$ cat config.mk
export PLATFORM = sky130hd
export DESIGN_NAME = fp_status_reg
export DESIGN_NICKNAME = d
export VERILOG_FILES = /design/src/rtl/fp_status_pkg.sv /design/src/rtl/fp_status_hw_merge.sv /design/src/rtl/fp_status_sw_apply.sv /design/src/rtl/fp_status_summary.sv /design/src/rtl/fp_status_reg.sv
export SDC_FILE = /design/constraint.sdc
export NUM_CORES = 1
export LEC_CHECK = 0
export BUFFER_PORTS_ARGS = -buffer_cell sky130_fd_sc_hd__buf_2
export CAP_MARGIN = 15
export CORE_MARGIN = 10
export CORE_UTILIZATION = 35
export CTS_CLUSTER_SIZE = 16
export DETAILED_ROUTE_END_ITERATION = 7
export PLACE_DENSITY = 0.67
export SLEW_MARGIN = 40
export SYNTH_ARGS = -nofsm -noshare
export SYNTH_HDL_FRONTEND = slang
export SYNTH_HIERARCHICAL = 1
export SYNTH_SLANG_ARGS = --single-unit
$ cat constraint.sdc
create_clock -name clk -period 2.2 [get_ports clk]
set_clock_uncertainty 0.15 [all_clocks]
set_input_delay 0 -clock clk [delete_from_list [all_inputs] [get_ports clk]]
set_output_delay 0 -clock clk [all_outputs]
set_load 0.02 [all_outputs]
$ cat src/rtl/fp_status_pkg.sv
package fp_status_pkg;

    localparam int W      = 32;
    localparam int NIB    = W / 4;
    localparam int CLS_W  = 5;
    localparam int BIT_W  = $clog2(W);
    localparam int FLD_W  = $clog2(NIB);

    typedef enum logic [2:0] {
        SW_NOP      = 3'd0,
        SW_FIELD_WR = 3'd1,
        SW_BIT_SET  = 3'd2,
        SW_BIT_CLR  = 3'd3,
        SW_READ_CLR = 3'd4
    } sw_op_e;

    // document bit index (0 = MSB) to one-hot word
    function automatic logic [W-1:0] bm(int unsigned b);
        return {1'b1, {(W-1){1'b0}}} >> b;
    endfunction

    // document bit indices
    localparam int D_SUM    = 0;
    localparam int D_ENSUM  = 1;
    localparam int D_INVSUM = 2;
    localparam int D_OVF    = 3;
    localparam int D_UNF    = 4;
    localparam int D_DZ     = 5;
    localparam int D_INX    = 6;
    localparam int D_FRINC  = 13;
    localparam int D_INXCUR = 14;
    localparam int D_CLS    = 15;
    localparam int D_RSV    = 20;
    localparam int D_EN0    = 24;

    // port positions
    localparam int P_SUM    = W - 1 - D_SUM;
    localparam int P_ENSUM  = W - 1 - D_ENSUM;
    localparam int P_INVSUM = W - 1 - D_INVSUM;
    localparam int P_INX    = W - 1 - D_INX;
    localparam int P_FRINC  = W - 1 - D_FRINC;
    localparam int P_INXCUR = W - 1 - D_INXCUR;
    localparam int P_CLS_HI = W - 1 - D_CLS;
    localparam int P_RSV    = W - 1 - D_RSV;

    localparam logic [W-1:0] INV_DETAIL_MASK =
        bm(7) | bm(8) | bm(9) | bm(10) | bm(11) | bm(12) | bm(21) | bm(22) | bm(23);
    localparam logic [W-1:0] EXC_MASK =
        bm(D_OVF) | bm(D_UNF) | bm(D_DZ) | bm(D_INX) | INV_DETAIL_MASK;
    localparam logic [W-1:0] HW_EXC_MASK = EXC_MASK & ~bm(D_INX);
    localparam logic [W-1:0] RO_MASK = bm(D_ENSUM) | bm(D_INVSUM) | bm(D_RSV);

    typedef struct packed {
        logic             valid;
        logic [W-1:0]     exc;
        logic             fi;
        logic             fi_aff;
        logic             fr;
        logic             fr_aff;
        logic [CLS_W-1:0] cls;
        logic             cls_aff;
    } hw_upd_t;

    typedef struct packed {
        sw_op_e           op;
        logic [W-1:0]     data;
        logic [NIB-1:0]   mask;
        logic [BIT_W-1:0] bit_idx;
        logic [FLD_W-1:0] field;
    } sw_cmd_t;

endpackage

$ cat src/rtl/fp_status_hw_merge.sv
module fp_status_hw_merge
    import fp_status_pkg::*;
(
    input  logic [W-1:0] state_i,
    input  hw_upd_t      upd_i,
    output logic [W-1:0] state_o
);
    logic [W-1:0] set_bits;

    always_comb begin
        state_o  = state_i;
        set_bits = '0;
        if (upd_i.valid) begin
            set_bits = upd_i.exc & HW_EXC_MASK;
            if (upd_i.fi_aff && upd_i.fi)
                set_bits = set_bits | bm(D_INX);
            state_o = state_i | set_bits;
            if ((set_bits & ~state_i) != '0)
                state_o[P_SUM] = 1'b1;
            if (upd_i.fr_aff)
                state_o[P_FRINC] = upd_i.fr;
            if (upd_i.fi_aff)
                state_o[P_INXCUR] = upd_i.fi;
            if (upd_i.cls_aff)
                state_o[P_CLS_HI -: CLS_W] = upd_i.cls;
        end
    end

    always_comb begin
        if (upd_i.valid)
            AST_HW_ONLY_SETS: assert ((state_o & state_i & EXC_MASK) == (state_i & EXC_MASK));
    end
endmodule

$ cat src/rtl/fp_status_sw_apply.sv
module fp_status_sw_apply
    import fp_status_pkg::*;
(
    input  logic [W-1:0] base_i,
    input  logic [W-1:0] vis_i,
    input  sw_cmd_t      cmd_i,
    output logic [W-1:0] state_o,
    output logic         rd_en_o,
    output logic [3:0]   rd_val_o
);
    logic [W-1:0] wr_en;
    logic [W-1:0] fld_m;
    logic [W-1:0] one_m;

    generate
        for (genvar j = 0; j < NIB; j++) begin : g_nib
            assign wr_en[4*j +: 4] = {4{cmd_i.mask[j]}};
            assign fld_m[W-1-4*j -: 4] = (cmd_i.field == FLD_W'(j)) ? 4'hF : 4'h0;
        end
    endgenerate

    assign one_m = bm(cmd_i.bit_idx) & ~RO_MASK;

    always_comb begin
        rd_val_o = '0;
        for (int k = 0; k < NIB; k++)
            if (cmd_i.field == FLD_W'(k))
                rd_val_o = vis_i[W-1-4*k -: 4];
    end

    always_comb begin
        logic [W-1:0] n;
        n       = base_i;
        rd_en_o = 1'b0;
        unique case (cmd_i.op)
            SW_FIELD_WR: n = (base_i & ~wr_en) | (cmd_i.data & wr_en);
            SW_BIT_SET: begin
                if ((one_m & EXC_MASK & ~base_i) != '0)
                    n[P_SUM] = 1'b1;
                n = n | one_m;
            end
            SW_BIT_CLR:  n = base_i & ~one_m;
            SW_READ_CLR: begin
                n       = base_i & ~(fld_m & (EXC_MASK | bm(D_SUM)));
                rd_en_o = 1'b1;
            end
            default:     n = base_i;
        endcase
        state_o = n & ~RO_MASK;
    end

    always_comb begin
        AST_NO_RO_STORE: assert ((state_o & RO_MASK) == '0);
    end
endmodule

$ cat src/rtl/fp_status_summary.sv
module fp_status_summary
    import fp_status_pkg::*;
(
    input  logic [W-1:0] stored_i,
    output logic [W-1:0] vis_o,
    output logic         fex_o
);
    logic [W-1:0] base;
    logic         inv_any;
    logic [4:0]   exc_v;
    logic [4:0]   en_v;

    assign base    = stored_i & ~RO_MASK;
    assign inv_any = |(base & INV_DETAIL_MASK);

    assign exc_v[0] = inv_any;
    generate
        for (genvar i = 1; i < 5; i++) begin : g_exc
            assign exc_v[i] = base[W-1-(D_OVF+i-1)];
        end
        for (genvar i = 0; i < 5; i++) begin : g_en
            assign en_v[i] = base[W-1-(D_EN0+i)];
        end
    endgenerate

    assign fex_o = |(exc_v & en_v);

    always_comb begin
        vis_o           = base;
        vis_o[P_INVSUM] = inv_any;
        vis_o[P_ENSUM]  = fex_o;
    end

    always_comb begin
        if ((stored_i & EXC_MASK) == '0)
            AST_FEX_NEEDS_EXC: assert (!fex_o);
    end
endmodule

$ cat src/rtl/fp_status_reg.sv
module fp_status_reg
    import fp_status_pkg::*;
(
    input  logic             clk,
    input  logic             rst,
    input  logic             hw_valid,
    input  logic [W-1:0]     hw_exc,
    input  logic             hw_fi,
    input  logic             hw_fi_aff,
    input  logic             hw_fr,
    input  logic             hw_fr_aff,
    input  logic [CLS_W-1:0] hw_cls,
    input  logic             hw_cls_aff,
    input  logic [2:0]       sw_op,
    input  logic [W-1:0]     sw_data,
    input  logic [NIB-1:0]   sw_mask,
    input  logic [BIT_W-1:0] sw_bit,
    input  logic [FLD_W-1:0] sw_field,
    output logic [W-1:0]     csr_q,
    output logic [3:0]       rd_field,
    output logic             exc_en
);
    hw_upd_t      upd;
    sw_cmd_t      cmd;
    logic [W-1:0] stored_q;
    logic [W-1:0] after_hw;
    logic [W-1:0] after_sw;
    logic [W-1:0] vis;
    logic         fex;
    logic         rd_en;
    logic [3:0]   rd_val;
    logic [3:0]   rd_q;

    assign upd = '{valid: hw_valid, exc: hw_exc, fi: hw_fi, fi_aff: hw_fi_aff,
                   fr: hw_fr, fr_aff: hw_fr_aff, cls: hw_cls, cls_aff: hw_cls_aff};
    assign cmd = '{op: sw_op_e'(sw_op), data: sw_data, mask: sw_mask,
                   bit_idx: sw_bit, field: sw_field};

    fp_status_hw_merge u_hw (
        .state_i (stored_q),
        .upd_i   (upd),
        .state_o (after_hw)
    );

    fp_status_sw_apply u_sw (
        .base_i   (after_hw),
        .vis_i    (vis),
        .cmd_i    (cmd),
        .state_o  (after_sw),
        .rd_en_o  (rd_en),
        .rd_val_o (rd_val)
    );

    fp_status_summary u_sum (
        .stored_i (stored_q),
        .vis_o    (vis),
        .fex_o    (fex)
    );

    always_ff @(posedge clk) begin
        if (rst) begin
            stored_q <= '0;
            rd_q     <= '0;
        end else begin
            stored_q <= after_sw;
            if (rd_en)
                rd_q <= rd_val;
        end
    end

    assign csr_q    = vis;
    assign rd_field = rd_q;
    assign exc_en   = fex;

    AST_STICKY_KEEP: assert property (@(posedge clk) disable iff (rst)
        (sw_op == 3'd0) |=> ((csr_q & $past(csr_q) & EXC_MASK) == ($past(csr_q) & EXC_MASK)));
    AST_FX_ON_NEW: assert property (@(posedge clk) disable iff (rst)
        (hw_valid && sw_op == 3'd0 && ((hw_exc & HW_EXC_MASK & ~csr_q) != '0)) |=> csr_q[P_SUM]);
    AST_XX_HOLD: assert property (@(posedge clk) disable iff (rst)
        (!(hw_valid && hw_fi_aff) && sw_op == 3'd0) |=> $stable(csr_q[P_INX]));
    AST_RSV_ZERO: assert property (@(posedge clk) disable iff (rst)
        !csr_q[P_RSV]);
    AST_RD_HOLD: assert property (@(posedge clk) disable iff (rst)
        (sw_op != 3'd4) |=> $stable(rd_field));
endmodule

## After elaboration in Yosys (flattened, before gate mapping)

Index checks and enable logic that the tools add are counted.

| word-level totals | value |
|---|---|
| register bits | 36 |
| input port bits | 96 |
| output and inout port bits | 37 |
| logic and storage cells | 60 |

| operators by class | value |
|---|---|
| equality and inequality tests | 11 |
| shifts and indexed selects | 1 |
| multiplexer cells | 24 |
| bitwise gates (word level) | 15 |
| reduce and logical (&&, ||, !) cells | 6 |

Operator list:

| kind | count |
|---|---|
| $and A32 B32 Y32 | 5 |
| $not A32 Y32 | 5 |
| $pmux W32 S4 | 1 |
| $or A32 B32 Y32 | 3 |
| $mux W32 | 2 |
| $reduce_bool A32 Y1 | 2 |
| $mux W4 | 12 |
| $and A29 B32 Y32 | 1 |
| $shr A32 B5 Y32 const A | 1 |
| $mux W26 | 1 |
| $eq A3 B3 Y1 const B | 5 |
| $eq A3 B2 Y1 const B | 4 |
| $reduce_or A9 Y1 | 1 |
| $eq A3 B1 Y1 const B | 2 |
| $mux W1 | 6 |
| $and A5 B5 Y5 | 1 |
| $mux W5 | 1 |
| $reduce_or A5 Y1 | 1 |
| $logic_not A3 Y1 | 1 |
| $mux W3 | 1 |
| $logic_and A1 B1 Y1 | 1 |

## Longest topological paths before layout

Gate-level depths: netlist of the first run.

| depth | value |
|---|---|
| depth in word-level cells | 14 |
| mapped depth | 9 |
| mapped depth without buffers | 8 |

## Cells and area by module

The synthesis of the first run kept the hierarchy.

Modules (own cells, without submodules):

| module | times used | cells an instance | area an instance (µm²) | seq. area each (µm²) |
|---|---|---|---|---|
| fp_status_sw_apply | 1 | 248 | 1,656.6 | 0.0 |
| fp_status_reg | 1 | 80 | 1,018.5 | 720.7 |
| fp_status_hw_merge | 1 | 63 | 412.9 | 0.0 |
| fp_status_summary | 1 | 41 | 290.3 | 0.0 |

## Least setup slack after synthesis of the first run

No wires, ideal clock.

| path | value |
|---|---|
| path type | reg2reg |
| from | register stored_q[20] |
| to | register rd_q[2], in the netlist rd_field[2] |
| library setup time | 0.114 ns |
| arrival time | 1.825 ns |
| data required time | 1.936 ns |
| slack | 0.110 ns |
| cell stages (with the launch flop) | 10 |
| buffers on the path | 1 |
| clock period less this slack | 2.090 ns |
| path through | dfxtp_1 nor4_1 nand3_1 a21o_1 buf_4 mux4_2 nand2_1 nand2_1 mux2i_1 nor2_1 |

| between the ends | value |
|---|---|
| word-level cells in the longest chain between the ends | 11 |

RTL lines:

| element | RTL line | text |
|---|---|---|
| start, declared | fp_status_reg.sv:25 | `logic [W-1:0] stored_q;` |
| start signal, assigned | fp_status_reg.sv:65 | `stored_q <= after_sw;` |
| $reduce_or A9 Y1 | fp_status_summary.sv:14 | `assign inv_any = \|(base & INV_DETAIL_MASK);` |
| net u_sum.inv_any | fp_status_summary.sv:9 | `logic inv_any;` |
| $and A5 B5 Y5 | fp_status_summary.sv:26 | `assign fex_o = \|(exc_v & en_v);` |
| $reduce_or A5 Y1 | fp_status_summary.sv:26 |  |
| net exc_en | fp_status_reg.sv:21 | `output logic exc_en` |
| $mux W4 (8 in a row) | fp_status_sw_apply.sv:27 | `if (cmd_i.field == FLD_W'(k))` |
| net rd_val[2] | fp_status_reg.sv:31 | `logic [3:0] rd_val;` |
| end signal, assigned | fp_status_reg.sv:67 | `rd_q <= rd_val;` |
| end, declared | fp_status_reg.sv:32 | `logic [3:0] rd_q;` |

The timed path passes the listed nets, and every way through them passes these cells.
A chain may end at the register's enable or synchronous reset.

## Worst setup path in the final report of the first run

| path | value |
|---|---|
| from | register stored_q[23] |
| to | register rd_q[2], in the netlist rd_field[2] |

| between the ends | value |
|---|---|
| word-level cells in the longest chain between the ends | 11 |

RTL lines:

| element | RTL line |
|---|---|
| $reduce_or A9 Y1 | fp_status_summary.sv:14 |
| $and A5 B5 Y5 | fp_status_summary.sv:26 |
| $reduce_or A5 Y1 | fp_status_summary.sv:26 |
| $mux W4 (8 in a row) | fp_status_sw_apply.sv:27 |
| net rd_val[2] | fp_status_reg.sv:31 |

The timed path passes the listed nets, and every way through them passes these cells.

==> results.toml, run 1 <==
[floorplanning]
rows = 35
pin_count = 133
initial_core_util = 0.3550
die_h_um = 116.4
fp.coreArea_um2 = 9153
dieArea_um2 = 13540
die_x_um = 116.4

[cts]
cts_made_buffers = 5
clockBufferDepth = 2
cts_tree = "done"
clk_pin_slew_ns = 0.08
clk_latency_ns = 0.29
post-cts-setup-buffers = 0
cts-root-buf = "clkbuf_8"
h-tree-depth = 2
numClockSinks = 33

[finish]
nets = 599
area_growth_pct = 19.98
layout-drive-gt1-share = 0.2897
most-common-layout-cells = "108 x buf_2, 39 x nand2_1, 38 x nor2b_1"
layout_commonest_cell = "buf_2"

[worst_setup_path]
crit_path_end = "rd_field[2]$_SDFFE_PP0P_"
critical_path.startpoint = "stored_q[23]$_SDFF_PP0_"
reg2reg_depth = 8
rr_startpoint = "stored_q[23]$_SDFF_PP0_"
worstSetupPathType = "reg2reg"
r2r_slack_ns = 0.13
r2r-end = "rd_field[2]$_SDFFE_PP0P_"
end_kind = "flop"
worstPathArrival_ns = 2.08
path_max_fanout = 5
cp-start-kind = "flop"
critical_path_required_ns = 2.21

[yosys]
syn_area_um2 = 3249
synth_warnings = 6
synth_cells = 419
avgSynthCellArea_um2 = 7.755
syn_nets = 515

[placement]
place_hpwl_um = 10150
portBuffers = 108
gp_congestion = 0.9242

[route]
first_pass_iters = 5
ant_nets = 0
via_per_inst = 5.737
num_vias = 3534
wl_per_cell_um = 20.90
drt_iter0_markers = 433
drt-total-wl_um = 12870
drc_errors = 0

[timing]
period_needed_ns = 2.072
max-slew-margin-rel = 0.5685
worst_pin_slew_ns = 0.6473
drv_slew = 0
hold_violations = 1
whs_ns = -0.009074
timing.fmax_mhz = 482.6
fin_crit_sh = 0.9418
finalSetupViolCount = 0
rsz0062_at_grt = "no"
tns_ns = 0

[worst_hold_path]
hold_path_startpoint = "sw_data[23]"
hold_path_class = "in2reg"

[global_routing]
grt_overflow = 0
track_usage = 0.1820
first_global_vias = 3449
grt_max_degree = 34
grt_pass1_wl_um = 19220
antenna_found_initial = 2

[job]
maxCapViolations = 0

[power]
finalPower_mw = 1.756
power_leakage_nw = 1.686
power.density_nw_per_um2 = 450.5
ir_drop_uv = 170.6

[run_status]
status = "finished, violations left"
violations = "negative hold slack"
[timing repair]
| action | CTS | global route |
|---|---|---|
| endpoints found under the setup margin | 0 | 1 |
| hold endpoints to repair | 24 | 0 |
| hold buffers | 28 | 0 |
| gates resized for setup | 0 | 1 |
[metal layers]
metal,global-route usage,share of wire,routed length (µm),vias to the layer above
met2,0.2704,0.42,5470,217
met1,0.2442,0.44,5619,1628
met3,0.04777,0.11,1425,29
met4,0.07256,0.027,343,2
met5,0,0.0010,13,-
li1,-,-,-,1658
[power by group]
| part | switching [mW] | leakage, nW | internal, mW | total, mW |
|---|---|---|---|---|
| clock | 0.243 | 0.0439 | 0.219 | 0.461 |
| sequential | 0.0437 | 0.271 | 0.631 | 0.675 |
| combinational | 0.353 | 1.37 | 0.267 | 0.620 |
| total | 0.640 | 1.69 | 1.12 | 1.76 |
[metrics by stage]
step	area (µm²)	worst slack, ns	instances	util
after global routing	3899	0.008128	616	0.4260
final	3899	0.1281	616	0.4260
after detailed placement	3528	0.1641	579	0.3855
after CTS	3895	0.1608	615	0.4256
after global placement	3528	0.2137	579	0.3855
after floorplan	3249	0.1104	419	-
[final cells by class]
class | instances | area [µm²]
clock inverters | 3 | 17.52
repair buffers | 143 | 873.3
flip-flops and latches | 33 | 661.9
well taps | 111 | 138.9
clock buffers | 5 | 68.82
fillers | 931 | 5254
multi-input cells | 308 | 2091
inverters | 12 | 45.04
diodes | 1 | 2.502
[state kept, by name (all words and copies together), names as in the netlist]
register  cells
rd_field      4
stored_q     29
[critical path, stage by stage, from the launching register on]
cell and delay (ns):
dfxtp_1 0.34, nor4_1 0.29, nand3_1 0.18, a21o_1 0.23
mux4_2 0.45, nand2_1 0.08, nand2_1 0.05, mux2i_1 0.12
nor2_1 0.05
[worst min-delay path by stage]
stage / cells past startpoint / slack [ns] / end
after detailed placement: 4 / 0.22 / stored_q[3]$_SDFF_PP0_
after floorplan: 1 / -0.08 / stored_q[0]$_SDFF_PP0_
after CTS: 4 / 0.002 / stored_q[20]$_SDFF_PP0_
after global placement: 4 / 0.22 / stored_q[31]$_SDFF_PP0_
final: 4 / -0.009 / stored_q[23]$_SDFF_PP0_
after global routing: 4 / 0.02 / stored_q[28]$_SDFF_PP0_
No activity file was read; power rests on OpenSTA's default activity.
==> inputs of run 2 (changes only) <==
PLACE_DENSITY = 0.68   (was 0.67)
==> results.toml, run 2 (synthesis results as in run 1) <==
[route]
via_per_inst = 5.897
drc_errors = 0
ant_nets = 0
wl_per_cell_um = 21.59
first_pass_iters = 5
drt-total-wl_um = 13390
num_vias = 3656
drt_iter0_markers = 386

[worst_setup_path]
critical_path_required_ns = 2.19
worstSetupPathType = "reg2reg"
reg2reg_depth = 8
path_max_fanout = 5
r2r-end = "rd_field[2]$_SDFFE_PP0P_"
rr_startpoint = "stored_q[23]$_SDFF_PP0_"
cp-start-kind = "flop"
worstPathArrival_ns = 2.08
r2r_slack_ns = 0.12
end_kind = "flop"

[cts]
cts_tree = "done"
cts-root-buf = "clkbuf_8"
clk_latency_ns = 0.28
h-tree-depth = 2
cts_made_buffers = 5
clk_pin_slew_ns = 0.07
clockBufferDepth = 2
numClockSinks = 33

[power]
power_leakage_nw = 1.714
power.density_nw_per_um2 = 479.6
ir_drop_uv = 400.4
finalPower_mw = 1.917

[finish]
most-common-layout-cells = "108 x buf_2, 39 x nand2_1, 38 x nor2b_1"
layout_commonest_cell = "buf_2"
largest_reg_flops = 29
largest-register = "stored_q"
utilization = 0.4366
nets = 602
layout-drive-gt1-share = 0.2998
area_growth_pct = 22.99

[timing]
whs_ns = 0.01782
tns_ns = 0
worst_pin_slew_ns = 0.6582
finalSetupViolCount = 0
hold_violations = 0
max-slew-margin-rel = 0.5612
period_needed_ns = 2.085
rsz0062_at_grt = "no"
timing.fmax_mhz = 479.7
fin_crit_sh = 0.9477
drv_slew = 0

[floorplanning]
dieArea_um2 = 13540
pin_count = 133
fp.coreArea_um2 = 9153
die_x_um = 116.4
initial_core_util = 0.3550
rows = 35
die_h_um = 116.4

[worst_hold_path]
hold_path_startpoint = "sw_mask[2]"
min_to = "stored_q[9]$_SDFF_PP0_"
hold_path_class = "in2reg"
hold_depth = 4

[global_routing]
track_usage = 0.1913
grt_max_degree = 34
antenna_found_initial = 2
grt_pass1_wl_um = 20240
grt_overflow = 0
first_global_vias = 3587

[job]
maxCapViolations = 0

[run_status]
status = "finished, final reports clean"

[placement]
place_hpwl_um = 10470
gp_congestion = 0.9225
portBuffers = 108
run 2: cell count changes in the layout (fill, tap and decap cells not counted), sizes merged:
cell / previous run / this run
clkbuf: 5 / 7
diode: 1 / 2
clkinv: 4 / 2
bufinv: 0 / 1
buf: 115 / 117
dlygate4sd3: 28 / 29
clkinvlp: 1 / 0
run 2: what timing repair did:
item / in CTS / in global routing
hold buffers: 29 / 0
endpoints found under the setup margin: 0 / 2
resized for setup: 0 / 9
buffers inserted: 0 / 2
endpoints found under the hold margin: 23 / 0
run 2: per-layer routing:
metal	vias to the layer above	wire length (µm)	global-route usage
li1	1665	-	-
met1	1707	5603	0.2481
met2	252	5905	0.2986
met3	32	1480	0.04622
met4	0	396	0.07423
met5	-	0	0
run 2: worst max path at each step:
stage / to / cells after the start / slack, ns / start
after global placement: rd_field[2]$_SDFFE_PP0P_ / 8 / 0.21 / stored_q[20]$_SDFF_PP0_
after global routing: stored_q[31]$_SDFF_PP0_ / 8 / 0.01 / stored_q[10]$_SDFF_PP0_
final: rd_field[2]$_SDFFE_PP0P_ / 8 / 0.12 / stored_q[23]$_SDFF_PP0_
after CTS: rd_field[2]$_SDFFE_PP0P_ / 8 / 0.11 / stored_q[20]$_SDFF_PP0_
after floorplan: rd_field[2]$_SDFFE_PP0P_ / 9 / 0.11 / stored_q[20]$_SDFF_PP0_
after detailed placement: rd_field[2]$_SDFFE_PP0P_ / 8 / 0.12 / stored_q[23]$_SDFF_PP0_
run 2: where the power goes:
group / total, mW / internal, mW / switching (mW)
logic: 0.640 / 0.276 / 0.363
clock network: 0.601 / 0.370 / 0.231
registers: 0.676 / 0.631 / 0.0450
run 2: worst max-delay path, cell delays in order, from the launching register on:
cell and delay [ns]:
dfxtp_1 0.35, nor4_1 0.28, nand3_1 0.17, a21o_1 0.24, mux4_2 0.45, nand2_1 0.08
nand2_1 0.05, mux2i_1 0.13, nor2_1 0.06
run 2: final cells by class:
type / instances / area, µm²
diodes: 2 / 5.005
clock buffers: 7 / 86.33
clock inverters: 1 / 30.03
fillers: 928 / 5156
inverters: 12 / 45.04
multi-input cells: 308 / 2123
flip-flops and latches: 33 / 669.4
well taps: 111 / 138.9
repair buffers: 146 / 898.4
run 2: through the flow:
stage / setup WS (ns) / cell area, µm² / cells
2_1_floorplan: 0.1104 / 3249 / 419
3_3_place_gp: 0.2134 / 3528 / 579
3_5_place_dp: 0.1249 / 3528 / 579
6_report: 0.1152 / 3996 / 620
5_1_grt: 0.01150 / 3996 / 620
4_1_cts: 0.1058 / 3935 / 616
